`src/rtl/setbus_pkg.sv`:
```
package setbus_pkg;
  // Handshake phase of one bus access
  typedef enum logic [1:0] {
    BR_IDLE = 2'd0,
    BR_HOLD = 2'd1,
    BR_ACK  = 2'd2
  } br_state_t;
endpackage

```
`src/rtl/setbus_decode.sv`:
```
module setbus_decode #(
  parameter int unsigned ADDR_W   = 11,
  parameter int unsigned NREG     = 64,
  parameter int unsigned WIN_BASE = 'h400
) (
  input  logic [ADDR_W-1:0]         adr_i,
  output logic                      hit_o,
  output logic [$clog2(NREG)-1:0]   idx_o,
  output logic                      upper_o
);
  localparam int unsigned IDX_W = $clog2(NREG);
  localparam int unsigned WIN_LSB = IDX_W + 2;
  localparam logic [ADDR_W-1:0] BASE_V = ADDR_W'(WIN_BASE);

  logic unused_lsb;
  assign unused_lsb = adr_i[0];

  assign hit_o   = (adr_i[ADDR_W-1:WIN_LSB] == BASE_V[ADDR_W-1:WIN_LSB]);
  assign idx_o   = adr_i[WIN_LSB-1:2];
  assign upper_o = adr_i[1];
endmodule

```
`src/rtl/setbus_assemble.sv`:
```
module setbus_assemble #(
  parameter int unsigned IDX_W   = 6,
  parameter int unsigned HALF_W  = 16,
  parameter int unsigned SADDR_W = 8
) (
  input  logic                  clk_i,
  input  logic                  rst_i,
  input  logic                  take_i,
  input  logic                  we_i,
  input  logic                  upper_i,
  input  logic [IDX_W-1:0]      idx_i,
  input  logic [HALF_W-1:0]     wdat_i,
  output logic                  stb_o,
  output logic [SADDR_W-1:0]    saddr_o,
  output logic [2*HALF_W-1:0]   sdata_o
);
  logic [HALF_W-1:0] low_q;

  always_ff @(posedge clk_i) begin
    if (rst_i) begin
      low_q   <= '0;
      stb_o   <= 1'b0;
      saddr_o <= '0;
      sdata_o <= '0;
    end else begin
      stb_o <= 1'b0;
      if (take_i && we_i) begin
        if (upper_i) begin
          stb_o   <= 1'b1;
          saddr_o <= SADDR_W'(idx_i);
          sdata_o <= {wdat_i, low_q};
        end else begin
          low_q <= wdat_i;
        end
      end
    end
  end

  // the strobe never stays high for two cycles
  p_stb_one_cycle_r3: assert property (@(posedge clk_i) disable iff (rst_i)
    stb_o |=> !stb_o);
endmodule

```
`src/rtl/setbus_pulse.sv`:
```
module setbus_pulse #(
  parameter int unsigned LEN = 4
) (
  input  logic clk_i,
  input  logic rst_i,
  input  logic fire_i,
  output logic pulse_o
);
  localparam int unsigned CNT_W = $clog2(LEN + 1);
  logic [CNT_W-1:0] cnt_q;

  always_ff @(posedge clk_i) begin
    if (rst_i)                cnt_q <= '0;
    else if (fire_i)          cnt_q <= CNT_W'(LEN);
    else if (cnt_q != '0)     cnt_q <= cnt_q - 1'b1;
  end

  assign pulse_o = (cnt_q != '0);

  // a request always starts the pulse on the next cycle
  p_gres_start_r8: assert property (@(posedge clk_i) disable iff (rst_i)
    fire_i |=> pulse_o);
endmodule

```
`src/rtl/setbus_bridge.sv`:
```
module setbus_bridge
  import setbus_pkg::*;
#(
  parameter int unsigned ADDR_W     = 11,
  parameter int unsigned HALF_W     = 16,
  parameter int unsigned NREG       = 64,
  parameter int unsigned SADDR_W    = 8,
  parameter int unsigned WIN_BASE   = 'h400,
  parameter int unsigned RST_LEN    = 4,
  parameter int unsigned REG_RX_CLR = 61,
  parameter int unsigned REG_TX_CLR = 62,
  parameter int unsigned REG_GRES   = 63
) (
  input  logic                  clk_i,
  input  logic                  rst_i,
  input  logic                  wb_cyc_i,
  input  logic                  wb_stb_i,
  input  logic                  wb_we_i,
  input  logic [ADDR_W-1:0]     wb_adr_i,
  input  logic [HALF_W-1:0]     wb_dat_i,
  output logic [HALF_W-1:0]     wb_dat_o,
  output logic                  wb_ack_o,
  output logic                  set_stb_o,
  output logic [SADDR_W-1:0]    set_addr_o,
  output logic [2*HALF_W-1:0]   set_data_o,
  output logic                  clr_rx_o,
  output logic                  clr_tx_o,
  output logic                  gres_o
);
  localparam int unsigned IDX_W = $clog2(NREG);

  br_state_t        state_q;
  logic             hit, upper, take;
  logic [IDX_W-1:0] idx;

  setbus_decode #(.ADDR_W(ADDR_W), .NREG(NREG), .WIN_BASE(WIN_BASE)) u_dec (
    .adr_i(wb_adr_i), .hit_o(hit), .idx_o(idx), .upper_o(upper)
  );

  assign take = (state_q == BR_IDLE) && wb_cyc_i && wb_stb_i && hit;

  always_ff @(posedge clk_i) begin
    if (rst_i) state_q <= BR_IDLE;
    else begin
      unique case (state_q)
        BR_IDLE: if (take) state_q <= BR_HOLD;
        BR_HOLD: state_q <= BR_ACK;
        default: state_q <= BR_IDLE;
      endcase
    end
  end

  assign wb_ack_o = (state_q == BR_ACK);
  assign wb_dat_o = '0;

  setbus_assemble #(.IDX_W(IDX_W), .HALF_W(HALF_W), .SADDR_W(SADDR_W)) u_asm (
    .clk_i(clk_i), .rst_i(rst_i), .take_i(take), .we_i(wb_we_i),
    .upper_i(upper), .idx_i(idx), .wdat_i(wb_dat_i),
    .stb_o(set_stb_o), .saddr_o(set_addr_o), .sdata_o(set_data_o)
  );

  assign clr_rx_o = set_stb_o && (set_addr_o == SADDR_W'(REG_RX_CLR));
  assign clr_tx_o = set_stb_o && (set_addr_o == SADDR_W'(REG_TX_CLR));

  logic gres_fire;
  assign gres_fire = set_stb_o && (set_addr_o == SADDR_W'(REG_GRES));

  setbus_pulse #(.LEN(RST_LEN)) u_gres (
    .clk_i(clk_i), .rst_i(rst_i), .fire_i(gres_fire), .pulse_o(gres_o)
  );

  // every strobe is followed by the acknowledge of its access
  p_ack_after_stb_r5: assert property (@(posedge clk_i) disable iff (rst_i)
    set_stb_o |=> wb_ack_o);
  // acknowledge is one cycle wide
  p_ack_single_r5: assert property (@(posedge clk_i) disable iff (rst_i)
    wb_ack_o |=> !wb_ack_o);
  // a strobe only follows a write request
  p_stb_from_write_r6: assert property (@(posedge clk_i) disable iff (rst_i)
    set_stb_o |-> $past(wb_we_i && wb_stb_i && wb_cyc_i));
  // clear pulses only appear with a strobe
  p_clr_on_stb_r9: assert property (@(posedge clk_i) disable iff (rst_i)
    (clr_rx_o || clr_tx_o) |-> set_stb_o);
endmodule

```
`config.mk`:
```
export PLATFORM = sky130hd
export DESIGN_NAME = setbus_bridge
export DESIGN_NICKNAME = d
export VERILOG_FILES = /design/src/rtl/setbus_pkg.sv /design/src/rtl/setbus_decode.sv /design/src/rtl/setbus_assemble.sv /design/src/rtl/setbus_pulse.sv /design/src/rtl/setbus_bridge.sv
export SDC_FILE = /design/constraint.sdc
export NUM_CORES = 1
export LEC_CHECK = 0
export ABC_AREA = 1
export BUFFER_PORTS_ARGS = -buffer_cell sky130_fd_sc_hd__buf_2
export CAP_MARGIN = 20
export CORE_MARGIN = 3
export CORE_UTILIZATION = 30
export DETAILED_ROUTE_END_ITERATION = 10
export GPL_ROUTABILITY_DRIVEN = 1
export PLACE_DENSITY = 0.55
export SLEW_MARGIN = 20
export SYNTH_ARGS = -nofsm -noshare
export SYNTH_HDL_FRONTEND = slang
export SYNTH_SLANG_ARGS = --single-unit
```
`constraint.sdc`:
```
create_clock -name clk_i -period 1.97 [get_ports clk_i]
set_input_delay 0.197 -clock clk_i [delete_from_list [all_inputs] [get_ports clk_i]]
set_output_delay 0.197 -clock clk_i [all_outputs]
set_load 0.03 [all_outputs]
```
## After elaboration in Yosys (flattened, before gate mapping)

Cells that the tools add are included.

- Bits in registers: 60
- ROM bits: 0
- Latch bits: 0
- Memories: 0
- Logic and storage cells: 36
- RAM bits: 0

- Reductions and logical operators: 14
- Div/mod/pow operators: 0
- Bitwise logic cells: 2
- Magnitude comparators: 0
- Equal/unequal tests: 7
- Add/sub/neg operators: 1
- Multipliers: 0
- Multiplexer cells: 5
- Shift operators: 0

Operators by type and width:

| operator | count |
|---|---|
| $eq 6x6->1 const B | 3 |
| $logic_and 1x1->1 | 7 |
| $mux 3 | 2 |
| $pmux 2 s2 | 1 |
| $reduce_and 2->1 | 2 |
| $reduce_or 2->1 | 2 |
| $eq 3x3->1 const B | 1 |
| $reduce_bool 3->1 | 1 |
| $sub 3x1->3 const B | 1 |
| $eq 2x1->1 const B | 1 |
| $eq 2x2->1 const B | 1 |
| $logic_not 2->1 | 1 |
| $mux 2 | 1 |
| $ne 2x1->1 const B | 1 |
| $not 1->1 | 2 |
| $reduce_bool 2->1 | 1 |
| $mux 1 | 1 |

## Depth between registers and ports, before layout

Gate-level depths: netlist of the first run.

- Depth in word-level cells: 7
- Gate-level depth with buffers: 9

## Cells and area by module

From an unflattened synthesis of the first run, not the netlist that was laid out.

- Cells, all modules: 428
- Area total of the unflattened synthesis: 2740.1 um^2

By module, submodules not included:

| module | area each (um^2) | cells each | instances | sequential area each (um^2) |
|---|---|---|---|---|
| setbus_assemble | 2238.4 | 349 | 1 | 1101.1 |
| setbus_bridge | 260.2 | 43 | 1 | 40.0 |
| setbus_pulse | 175.2 | 26 | 1 | 60.1 |
| setbus_decode | 66.3 | 10 | 1 | 0.0 |

## Worst setup path after synthesis of the first run

No wires, ideal clock.

- Path kind: register to output
- Start point: register u_asm.saddr_o[0]
- End point: output clr_rx_o
- Buffers on the path: 0
- Slack: 146 ps
- Required time: 1773 ps
- Stages on the path, launching flop included: 3
- Arrival: 1627 ps
- Path through: dfxtp_1 -> inv_1 -> nor4_1

- Word-level cells in the longest chain between the ends: 2

Ends and longest elaborated chain:

| what | line | RTL |
|---|---|---|
| start, declared | setbus_assemble.sv:14 | `output logic [SADDR_W-1:0] saddr_o,` |
| start signal, assigned | setbus_assemble.sv:30 | `saddr_o <= SADDR_W'(idx_i);` |
| $eq 6x6->1 | setbus_bridge.sv:62 | `assign clr_rx_o = set_stb_o && (set_addr_o == SADDR_W'(REG_RX_CLR));` |
| $logic_and 1x1->1 | setbus_bridge.sv:62 |  |
| end, declared | setbus_bridge.sv:26 | `output logic clr_rx_o,` |

Every way passes these cells.

## Worst setup path in the final report of the first run

- Start point: register u_gres.cnt_q[0]
- End point: output gres_o

- Word-level cells in the longest chain between the ends: 1

Ends and longest elaborated chain:

| what | line | RTL |
|---|---|---|
| start, declared | setbus_pulse.sv:10 | `logic [CNT_W-1:0] cnt_q;` |
| start signal, assigned | setbus_pulse.sv:14 | `else if (fire_i) cnt_q <= CNT_W'(LEN);` |
| start signal, assigned | setbus_pulse.sv:15 | `else if (cnt_q != '0) cnt_q <= cnt_q - 1'b1;` |
| $reduce_bool 3->1 | setbus_pulse.sv:18 | `assign pulse_o = (cnt_q != '0);` |
| end, declared | setbus_bridge.sv:28 | `output logic gres_o` |

Every way passes these cells.

==> summary.txt, run 1 <==
# rows -> 33
Slew Viols, Final -> 0
Relative slew slack -> 49.8%
CTS tree -> built
1st-iter DRT viols -> 76
RSZ-0062 raised after global routing -> false
Internal -> 0.00232 W
Syn. warnings -> 0
Critical Setup Path Class -> reg2out
Post-place instance area -> 3020 um2
Max Clk Rate -> 602 MHz
Routed Antenna Nets -> 0
Setup bufs post-CTS -> 0
Overall power -> 0.00307 W
Post-Route WL -> 5610 um
Comb pwr share -> 10.2%
Syn Std Cell Area -> 2650 um2
Die Area -> 10000 um2
Die Ht -> 100 um
Placed cells -> 569
# diodes -> 0
Largest net degree at the start of global routing -> 78
Register bit total from synthesis -> 60
Per-cell routed wire length -> 9.59 um
Non-Filler Instances -> 585
Crit path DAT -> 1.46 ns
Post-layout min period -> 1.66 ns
Num ports -> 93
GRT overflow -> 0
Via density -> 3.91
Sequential power share -> 41.0%
Final Cycle Share -> 84.4%
First-pass GRT wire length -> 9380 um
Status -> complete, no violations
Max Clock Skew -> 0.0113 ns
Reg clk slew, reported paths -> 0.07 ns
Hold/Removal Path Class -> in2reg
TNS Setup -> 0 ns
Sw Share -> 24.3%
Worst-Margin Slew -> 0.752 ns
Total GRT Usage -> 11.7%
DP HPWL -> 3720 um
Vias in the first global route -> 2070
Leakage power -> 1.98 nW
Syn Area/Cell -> 6.54 um2
Clock share of power -> 48.8%
DIE WIDTH -> 100 um
Initial antenna violation count -> 0
Post-layout instance area -> 3290 um2
CTS root buf -> clkbuf_8
Skew-Pair Late Insertion Delay -> 0.34 ns
Total core area -> 8380 um2
Synth-to-layout area growth -> 24.1%
Sw Pwr -> 0.000744 W
Final hold vios -> 0
Port Buffers -> 73
# H-tree levels -> 3
Quantity of gates resized following cts -> 0
Post-Syn Instances -> 405
DRT Pass-1 Iters -> 4
Synth unique cells -> 20
Nets -> 510
Max Root-Sink Buffers -> 2
CTS Buf Count -> 9
P per Cell Area -> 932 nW/um2
Startpoint Class -> flip-flop
Sequential share of the synthesized area -> 45.3%
Layout cells sized above 1 -> 19.8%
DR vias -> 2290
Worst setup EP type -> primary output
Number of max-cap violations -> 0
Clk sinks -> 60
# hold bufs at CTS -> 0
Setup violators final -> 0
GP Congestion -> 0.729
CP max FO -> 6
Peak supply drop -> 0.000392 V
Worst EP required -> 1.77 ns
Initial Util -> 31.6%
DRC violations left -> 0
==> worst max-delay path, stage by stage, from the launching register on <==
cell     delay (ns)
dfxtp_1        0.35
inv_1          0.05
ha_1           0.21
ha_1           0.26
inv_1          0.08
buf_2          0.19
==> path summary, 6_finish.rpt <==
check / start / endpoint / slack, ns / cells after the start
min: wb_adr_i[4] / u_asm.saddr_o[2] / 0.08 / 3
max: u_gres.cnt_q[0] / gres_o / 0.31 / 5
min reg2reg: state_q[0] / state_q[1] / 0.45 / 2
max reg2reg: state_q[0] / u_asm.sdata_o[23] / 0.40 / 8
==> final cells by class <==
class                      instances  area [um2]
multi-input combinational        264        1050
timing repair buffer              76         400
fill                             904        5090
clock buffer                       9         124
tap                              105         131
sequential                        60        1200
clock inverter                     7         146
inverter                          64         240
==> cell usage in the layout, fill, tap and decap left out, drive strengths merged, types with 2 or more instances in the layout <==
| master | synthesis | routed |
|---|---|---|
| bufinv | 0 | 4 |
| dfxtp | 60 | 60 |
| clkbuf | 6 | 9 |
| nand3 | 3 | 3 |
| a21oi | 2 | 2 |
| nor4 | 2 | 2 |
| nand2 | 114 | 114 |
| ha | 3 | 3 |
| buf | 28 | 76 |
| conb | 1 | 18 |
| inv | 64 | 66 |
| nor2 | 118 | 118 |
==> per-layer routing <==
layer	global-route usage, %	vias up	routed length, um
met3	5.28	4	457
met2	19.2	73	2470
li1	-	1259	-
met4	3.42	0	42
met1	13.9	954	2640
met5	0	-	0
==> cell families after synthesis <==
group / count (synthesis) / share of synthesized area, %
buffers and inverters: 98 / 17.6
AND/OR/NAND/NOR: 239 / 34.6
other: 1 / 0.142
adder cells (fa/ha/maj): 3 / 1.42
flip-flops: 60 / 45.3
XOR/XNOR: 1 / 0.331
AO/OA/AOI/OAI: 3 / 0.566
==> cells in the mapped netlist <==
library cell | instances | area [um2]
nor2_2 | 1 | 6.26
inv_2 | 1 | 3.75
buf_6 | 3 | 33.8
buf_2 | 7 | 35.0
a21oi_1 | 2 | 10.0
nor3_1 | 1 | 5.00
nor4_1 | 2 | 12.5
o21ai_0 | 1 | 5.00
buf_4 | 18 | 135
nor2_1 | 117 | 439
clkbuf_1 | 6 | 22.5
nand4_1 | 1 | 6.26
conb_1 | 1 | 3.75
nand2_1 | 114 | 428
dfxtp_1 | 60 | 1200
inv_1 | 63 | 236
ha_1 | 3 | 37.5
nand3_2 | 1 | 10.0
nand3_1 | 2 | 10.0
xor2_1 | 1 | 8.76
==> power groups by stage <==
stage / sequential (W) / combinational (W) / clock (W)
floorplan: 0.00130 / 0.000243 / 0
global placement: 0.00128 / 0.000306 / 0
detailed placement: 0.00129 / 0.000312 / 0
CTS: 0.00126 / 0.000314 / 0.00156
global route: 0.00126 / 0.000347 / 0.00160
finish: 0.00126 / 0.000313 / 0.00150
==> flip-flops by register name, summed over array words and instances (netlist names) <==
signal,cells
u_asm.saddr_o,6
state_q,2
u_asm.stb_o,1
u_gres.cnt_q,3
u_asm.low_q,16
u_asm.sdata_o,32
==> through the flow <==
| stage | setup WS, ns | utilization, % | hold WS (ns) |
|---|---|---|---|
| CTS | 0.285 | 39.2 | 0.0607 |
| global route | 0.227 | 39.2 | 0.0811 |
| detailed placement | 0.385 | 36.0 | 0.430 |
| floorplan | 0.146 | - | 0.266 |
| finish | 0.308 | 39.2 | 0.0843 |
| global placement | 0.449 | 36.0 | 0.426 |
Power figures use the tool's default switching activity.
==> run 2, diff against run 1 <==
--- a/config.mk
+++ b/config.mk
@@ -5,7 +5,7 @@
 export SDC_FILE = /design/constraint.sdc
 export NUM_CORES = 1
 export LEC_CHECK = 0
-export ABC_AREA = 1
+export ABC_AREA = 0
 export BUFFER_PORTS_ARGS = -buffer_cell sky130_fd_sc_hd__buf_2
 export CAP_MARGIN = 20
 export CORE_MARGIN = 3
==> constraint.sdc (replaced) <==
create_clock -name clk_i -period 1.4 [get_ports clk_i]
set_input_delay 0.14 -clock clk_i [delete_from_list [all_inputs] [get_ports clk_i]]
set_output_delay 0.14 -clock clk_i [all_outputs]
set_load 0.03 [all_outputs]
==> run 2 against run 1 <==
Effect of this change:
- die area rose by 14%
- clock power fell by 4%
- critical path depth fell by 1
==> summary.txt, run 2 <==
Largest Register -> u_asm.sdata_o
DRC violations left -> 0
Layout cells sized above 1 -> 36.6%
Most frequent cells in the layout -> buf_2 (70), a21oi_1 (56), nand4_1 (54), dfxtp_1 (54), o31ai_1 (44)
Syn Area/Cell -> 9.64 um2
Worst R2R End -> u_gres.cnt_q[2]
Post-route setup slack -> 0.0220 ns
First-pass GRT wire length -> 13100 um
DRT Pass-1 Iters -> 4
Critical Setup Path Class -> reg2out
Post-layout min period -> 1.38 ns
Hold/Removal Path Class -> in2reg
Worst EP required -> 1.26 ns
Die Ht -> 107 um
Post-synth top cells -> dfxtp_1 (60), a21oi_1 (56), nand4_1 (54), o31ai_1 (45), buf_4 (21)
Reg clk slew, reported paths -> 0.06 ns
Top delay family on crit path -> simple AND/OR/NAND/NOR gates
Via density -> 5.16
Final Cycle Share -> 98.4%
Synth-to-layout area growth -> 19.7%
Count leader, synth -> dfxtp_1
Num ports -> 93
Initial antenna violation count -> 0
Max Clock Skew -> 0.00482 ns
Pre-CTS setup slack -> 0.0712 ns
Clk sinks -> 60
# hold bufs at CTS -> 0
CP startpoint -> u_asm.saddr_o[5]
Peak supply drop -> 0.000709 V
Post-Syn Instances -> 315
Sequential share of the synthesized area -> 39.6%
# diodes -> 0
Register bit total from synthesis -> 60
Startpoint Class -> flip-flop
Synth unique cells -> 29
Crit path DAT -> 1.24 ns
Initial Util -> 30.9%
Syn Std Cell Area -> 3040 um2
Placed cells -> 494
GRT overflow -> 0
Largest net degree at the start of global routing -> 57
Internal -> 0.00287 W
Hold Path Origin -> wb_adr_i[6]
Max Root-Sink Buffers -> 2
Total core area -> 9820 um2
Synth top area cells -> dfxtp_1 (40%), nand4_1 (11%), o31ai_1 (11%)
# rows -> 36
Port Buffers -> 73
Slew Viols, Final -> 0
CTS root buf -> clkbuf_8
Final hold vios -> 0
Most common cell after layout, fill and taps aside -> buf_2
Worst Hold Endpoint -> u_asm.saddr_o[4]
CP max FO -> 2
Area share of the largest cell type after synthesis -> 39.6%
Ys flop type -> dfxtp_1
Leakage power -> 1.37 nW
GP Congestion -> 0.716
DP HPWL -> 5310 um
Levels on crit path -> 4
DR vias -> 2675
P per Cell Area -> 1110 nW/um2
Post-synth EDFFs -> 0
Status -> complete, no violations
Comb pwr share -> 20.4%
Number of max-cap violations -> 0
CTS Buf Count -> 9
Setup violators final -> 0
Total GRT Usage -> 14.3%
Worst Reg-to-Reg Cells -> 7
CTS tree -> built
Max Clk Rate -> 726 MHz
Largest regs -> u_asm.sdata_o (32), u_asm.low_q (16), u_asm.saddr_o (6)
Die Area -> 11400 um2
Non-Filler Instances -> 518
Worst setup EP type -> primary output
Slowest CP cell -> dfxtp_2
DIE WIDTH -> 107 um
Sw Pwr -> 0.00117 W
Worst r2r src -> u_gres.cnt_q[0]
Worst Path Buf+Inv -> 1
Vias in the first global route -> 2470
# H-tree levels -> 3
Slowest stage delay, CP -> 0.34 ns
Cells along the critical path -> and3_4 > nand2_4 > nor3b_2 > buf_4
Syn. warnings -> 0
Clock share of power -> 35.6%
Post-Route WL -> 8260 um
Routed Antenna Nets -> 0
Post-synth ARST share -> 0%
Dominant cell type by area after synthesis -> dfxtp_1
Per-cell routed wire length -> 15.9 um
Skew-Pair Late Insertion Delay -> 0.33 ns
Sequential power share -> 43.9%
RSZ-0062 raised after global routing -> true
Max reg flops -> 32
Hold Path Stages -> 3
Nets -> 415
Sw Share -> 29.0%
R2r setup slk -> 0.12 ns
1st-iter DRT viols -> 213
==> run 2: power groups by stage <==
stage	sequential [W]	clock, W	combinational [W]
2_1_floorplan	0.00181	0	0.000552
3_3_place_gp	0.00181	0	0.000643
3_5_place_dp	0.00181	0	0.000653
4_1_cts	0.00177	0.00149	0.000766
5_1_grt	0.00178	0.00157	0.000910
6_report	0.00178	0.00144	0.000825
==> run 2: worst max path at each step <==
| stage | to |
|---|---|
| 4_1_cts | clr_tx_o |
| 3_3_place_gp | u_gres.cnt_q[2] |
| 5_1_grt | clr_tx_o |
| 2_1_floorplan | clr_tx_o |
| 3_5_place_dp | u_gres.cnt_q[2] |
| 6_report | clr_rx_o |
==> run 2: kinds of logic (layout without fill, tap and decap cells) <==
family	after synthesis	count (layout)	synth area share, %
compound gates	111	111	24.4
simple gates	73	73	16.2
buf+inv	66	119	18.2
flops	60	60	39.6
fa+ha+maj	3	3	1.24
other cells	1	18	0.124
xor+xnor	1	1	0.289
==> run 2: metrics by stage <==
step / cell area [um2] / total power, W / hold slack [ns] / utilization [%] / setup TNS (ns)
detailed placement: 3320 / 0.00246 / 0.412 / 33.8 / 0
finish: 3630 / 0.00404 / 0.0689 / 37.0 / 0
global route: 3630 / 0.00425 / 0.0641 / 37.0 / -0.0694
CTS: 3590 / 0.00403 / 0.0457 / 36.6 / -0.00463
floorplan: 3110 / 0.00236 / 0.273 / - / -0.0159
global placement: 3320 / 0.00245 / 0.406 / 33.8 / 0
==> run 2: tightest hold or removal path: cells and delay by family <==
family | cells | cell delay (ns)
AOI/OAI and AO/OA | 1 | 0.06
buffers and inverters | 1 | 0.10
and+or+nand+nor | 1 | 0.06
==> run 2: final cells by class <==
cell class / count / area (um2)
clock buffers: 15 / 176
clock inverters: 1 / 5.00
fillers: 1058 / 6190
inverters: 6 / 22.5
multi-input cells: 206 / 1420
flip-flops and latches: 60 / 1210
well taps: 133 / 166
repair buffers: 97 / 636
==> run 2: timing repair <==
action	CTS	global route
setup buffers	5	3
resized for setup	16	6
endpoints found under the setup margin	3	5
pin swaps	1	2
==> run 2: layer usage <==
layer  wire length, um  global-route usage (%)  vias to the layer above  part of all wire (%)
li1                  -                       -                     1310                     -
met1              4200                    21.2                     1277                    51
met2              3560                    19.7                       86                    43
met3               475                    3.49                        2                   5.7
met4                29                    5.57                        0                  0.35
met5                 0                       0                        -                     0
==> run 3, diff against run 2 <==
--- a/config.mk
+++ b/config.mk
@@ -8,7 +8,7 @@
 export ABC_AREA = 0
 export BUFFER_PORTS_ARGS = -buffer_cell sky130_fd_sc_hd__buf_2
 export CAP_MARGIN = 20
-export CORE_MARGIN = 3
+export CORE_MARGIN = 5
 export CORE_UTILIZATION = 30
 export DETAILED_ROUTE_END_ITERATION = 10
 export GPL_ROUTABILITY_DRIVEN = 1
==> run 3 against run 2 <==
Effect of this change:
- worst hold slack got worse by 0.0058 ns
- sequential cell count unchanged
- die area increased by 7.6%
- clock power increased by 3%
- total power increased by 1.2%
==> summary.txt, run 3 (synthesized netlist as in run 2, its figures left out) <==
R2r setup slk -> 0.08 ns
Port Buffers -> 73
Post-layout min period -> 1.38 ns
Reg clk slew, reported paths -> 0.06 ns
Peak supply drop -> 0.000515 V
CTS root buf -> clkbuf_8
Startpoint Class -> flip-flop
RSZ-0062 raised after global routing -> true
DR vias -> 2627
Max Clock Skew -> 0.00446 ns
WL met3 -> 503 um
DRT Pass-1 Iters -> 4
P per Cell Area -> 1120 nW/um2
Initial antenna violation count -> 0
Layout cells sized above 1 -> 35.7%
CTS tree -> built
Slew Viols, Final -> 0
Largest regs -> u_asm.sdata_o (32), u_asm.low_q (16), u_asm.saddr_o (6)
Worst Reg-to-Reg Cells -> 4
Post-place instance area -> 3300 um2
CP max FO -> 2
Via density -> 5.14
Worst R2R End -> u_asm.sdata_o[17]
Critical Setup Path Class -> reg2out
DP HPWL -> 5110 um
DRC violations left -> 0
Largest net degree at the start of global routing -> 57
Skew-Pair Late Insertion Delay -> 0.33 ns
1st-iter DRT viols -> 232
Total core area -> 9820 um2
Max Root-Sink Buffers -> 2
# rows -> 36
Setup crit end -> clr_rx_o
Die Ht -> 111 um
Number of max-cap violations -> 0
Most common cell after layout, fill and taps aside -> buf_2
Final Cycle Share -> 98.7%
Worst EP required -> 1.26 ns
Setup violators final -> 0
Final hold vios -> 0
CP startpoint -> u_asm.saddr_o[4]
Worst setup EP type -> primary output
DIE WIDTH -> 111 um
Nets -> 409
Worst r2r src -> state_q[1]
CTS Buf Count -> 9
Post-Route WL -> 9020 um
Leakage power -> 1.37 nW
Pre-CTS setup slack -> 0.0809 ns
Per-cell routed wire length -> 17.6 um
Status -> complete, no violations
Most frequent cells in the layout -> buf_2 (70), a21oi_1 (56), nand4_1 (54), dfxtp_1 (54), o31ai_1 (45)
Max reg flops -> 32
Initial Util -> 30.9%
Num ports -> 93
# fillers -> 1029
Metal-1 WL -> 4500 um
# diodes -> 0
Synth-to-layout area growth -> 20.5%
Post-layout instance area -> 3660 um2
Uppermost routed layer -> met4
Die Area -> 12200 um2
Crit path DAT -> 1.24 ns
Routed Antenna Nets -> 0
# H-tree levels -> 3
GP Congestion -> 0.732
Overall power -> 0.00409 W
Clk sinks -> 60
WHS -> 0.0631 ns
Post-route setup slack -> 0.0188 ns
Vias in the first global route -> 2527
Largest Register -> u_asm.sdata_o
GRT overflow -> 0
Hold Path Origin -> wb_adr_i[4]
Total GRT Usage -> 13.5%
First-pass GRT wire length -> 13700 um
Max Clk Rate -> 724 MHz
Hold/Removal Path Class -> in2reg
Met2 wire len -> 3950 um
==> run 3: cell types whose count changed in the layout (fill, tap and decap cells not counted), sizes merged <==
cell and delta:
buf -9, clkbuf +2
==> run 3: how the worst min path moves through the flow <==
stage	end	slack, ns	depth (start not counted)
detailed placement	u_asm.saddr_o[3]	0.41	3
CTS	u_asm.saddr_o[2]	0.05	3
global route	u_asm.saddr_o[3]	0.05	3
floorplan	state_q[0]	0.27	2
finish	u_asm.saddr_o[2]	0.06	3
global placement	u_asm.saddr_o[3]	0.40	3
==> run 3: critical path, cell delays in order (launching register included) <==
cell     delay, ns
dfxtp_2       0.32
and3_4        0.21
nand2_4       0.05
nor3b_2       0.15
buf_4         0.18
==> run 3: power by group <==
| group | internal, W | total, W | switching (W) |
|---|---|---|---|
| clock | 0.000825 | 0.00149 | 0.000667 |
| sequential | 0.00175 | 0.00178 | 0.0000255 |
| combinational | 0.000315 | 0.000819 | 0.000504 |
| total | 0.00289 | 0.00409 | 0.00120 |
==> run 3: cell type report <==
type                       count  area (um2)  area share [%]
clock inverter                 1        5.00           0.137
inverter                       6        22.5           0.616
clock buffer                  14         183            4.99
tap                          133         166            4.55
sequential                    60        1210            33.0
multi-input combinational    206        1420            38.8
timing repair buffer          91         652            17.8
==> run 3: metal layers <==
layer  global-route usage (%)  up-vias
li1                         -     1280
met1                     20.7     1243
met2                     18.2       98
met3                     3.12        6
met4                     4.68        0
met5                        0        -
==> run 3: per-stage QoR <==
stage	cells	setup TNS, ns	utilization [%]
after global routing	511	-0.104	37.2
final	511	0	37.2
after detailed placement	489	0	33.6
after CTS	508	-0.0253	36.3
after global placement	489	0	33.6
after floorplan	332	-0.0159	-
==> run 3: timing repair <==
| item | in CTS | in global routing |
|---|---|---|
| gates cloned | 0 | 3 |
| endpoints found under the setup margin | 3 | 11 |
| pin swaps | 4 | 1 |
| setup buffers | 4 | 0 |
| resized for setup | 17 | 5 |
| hold buffers | 0 | 0 |
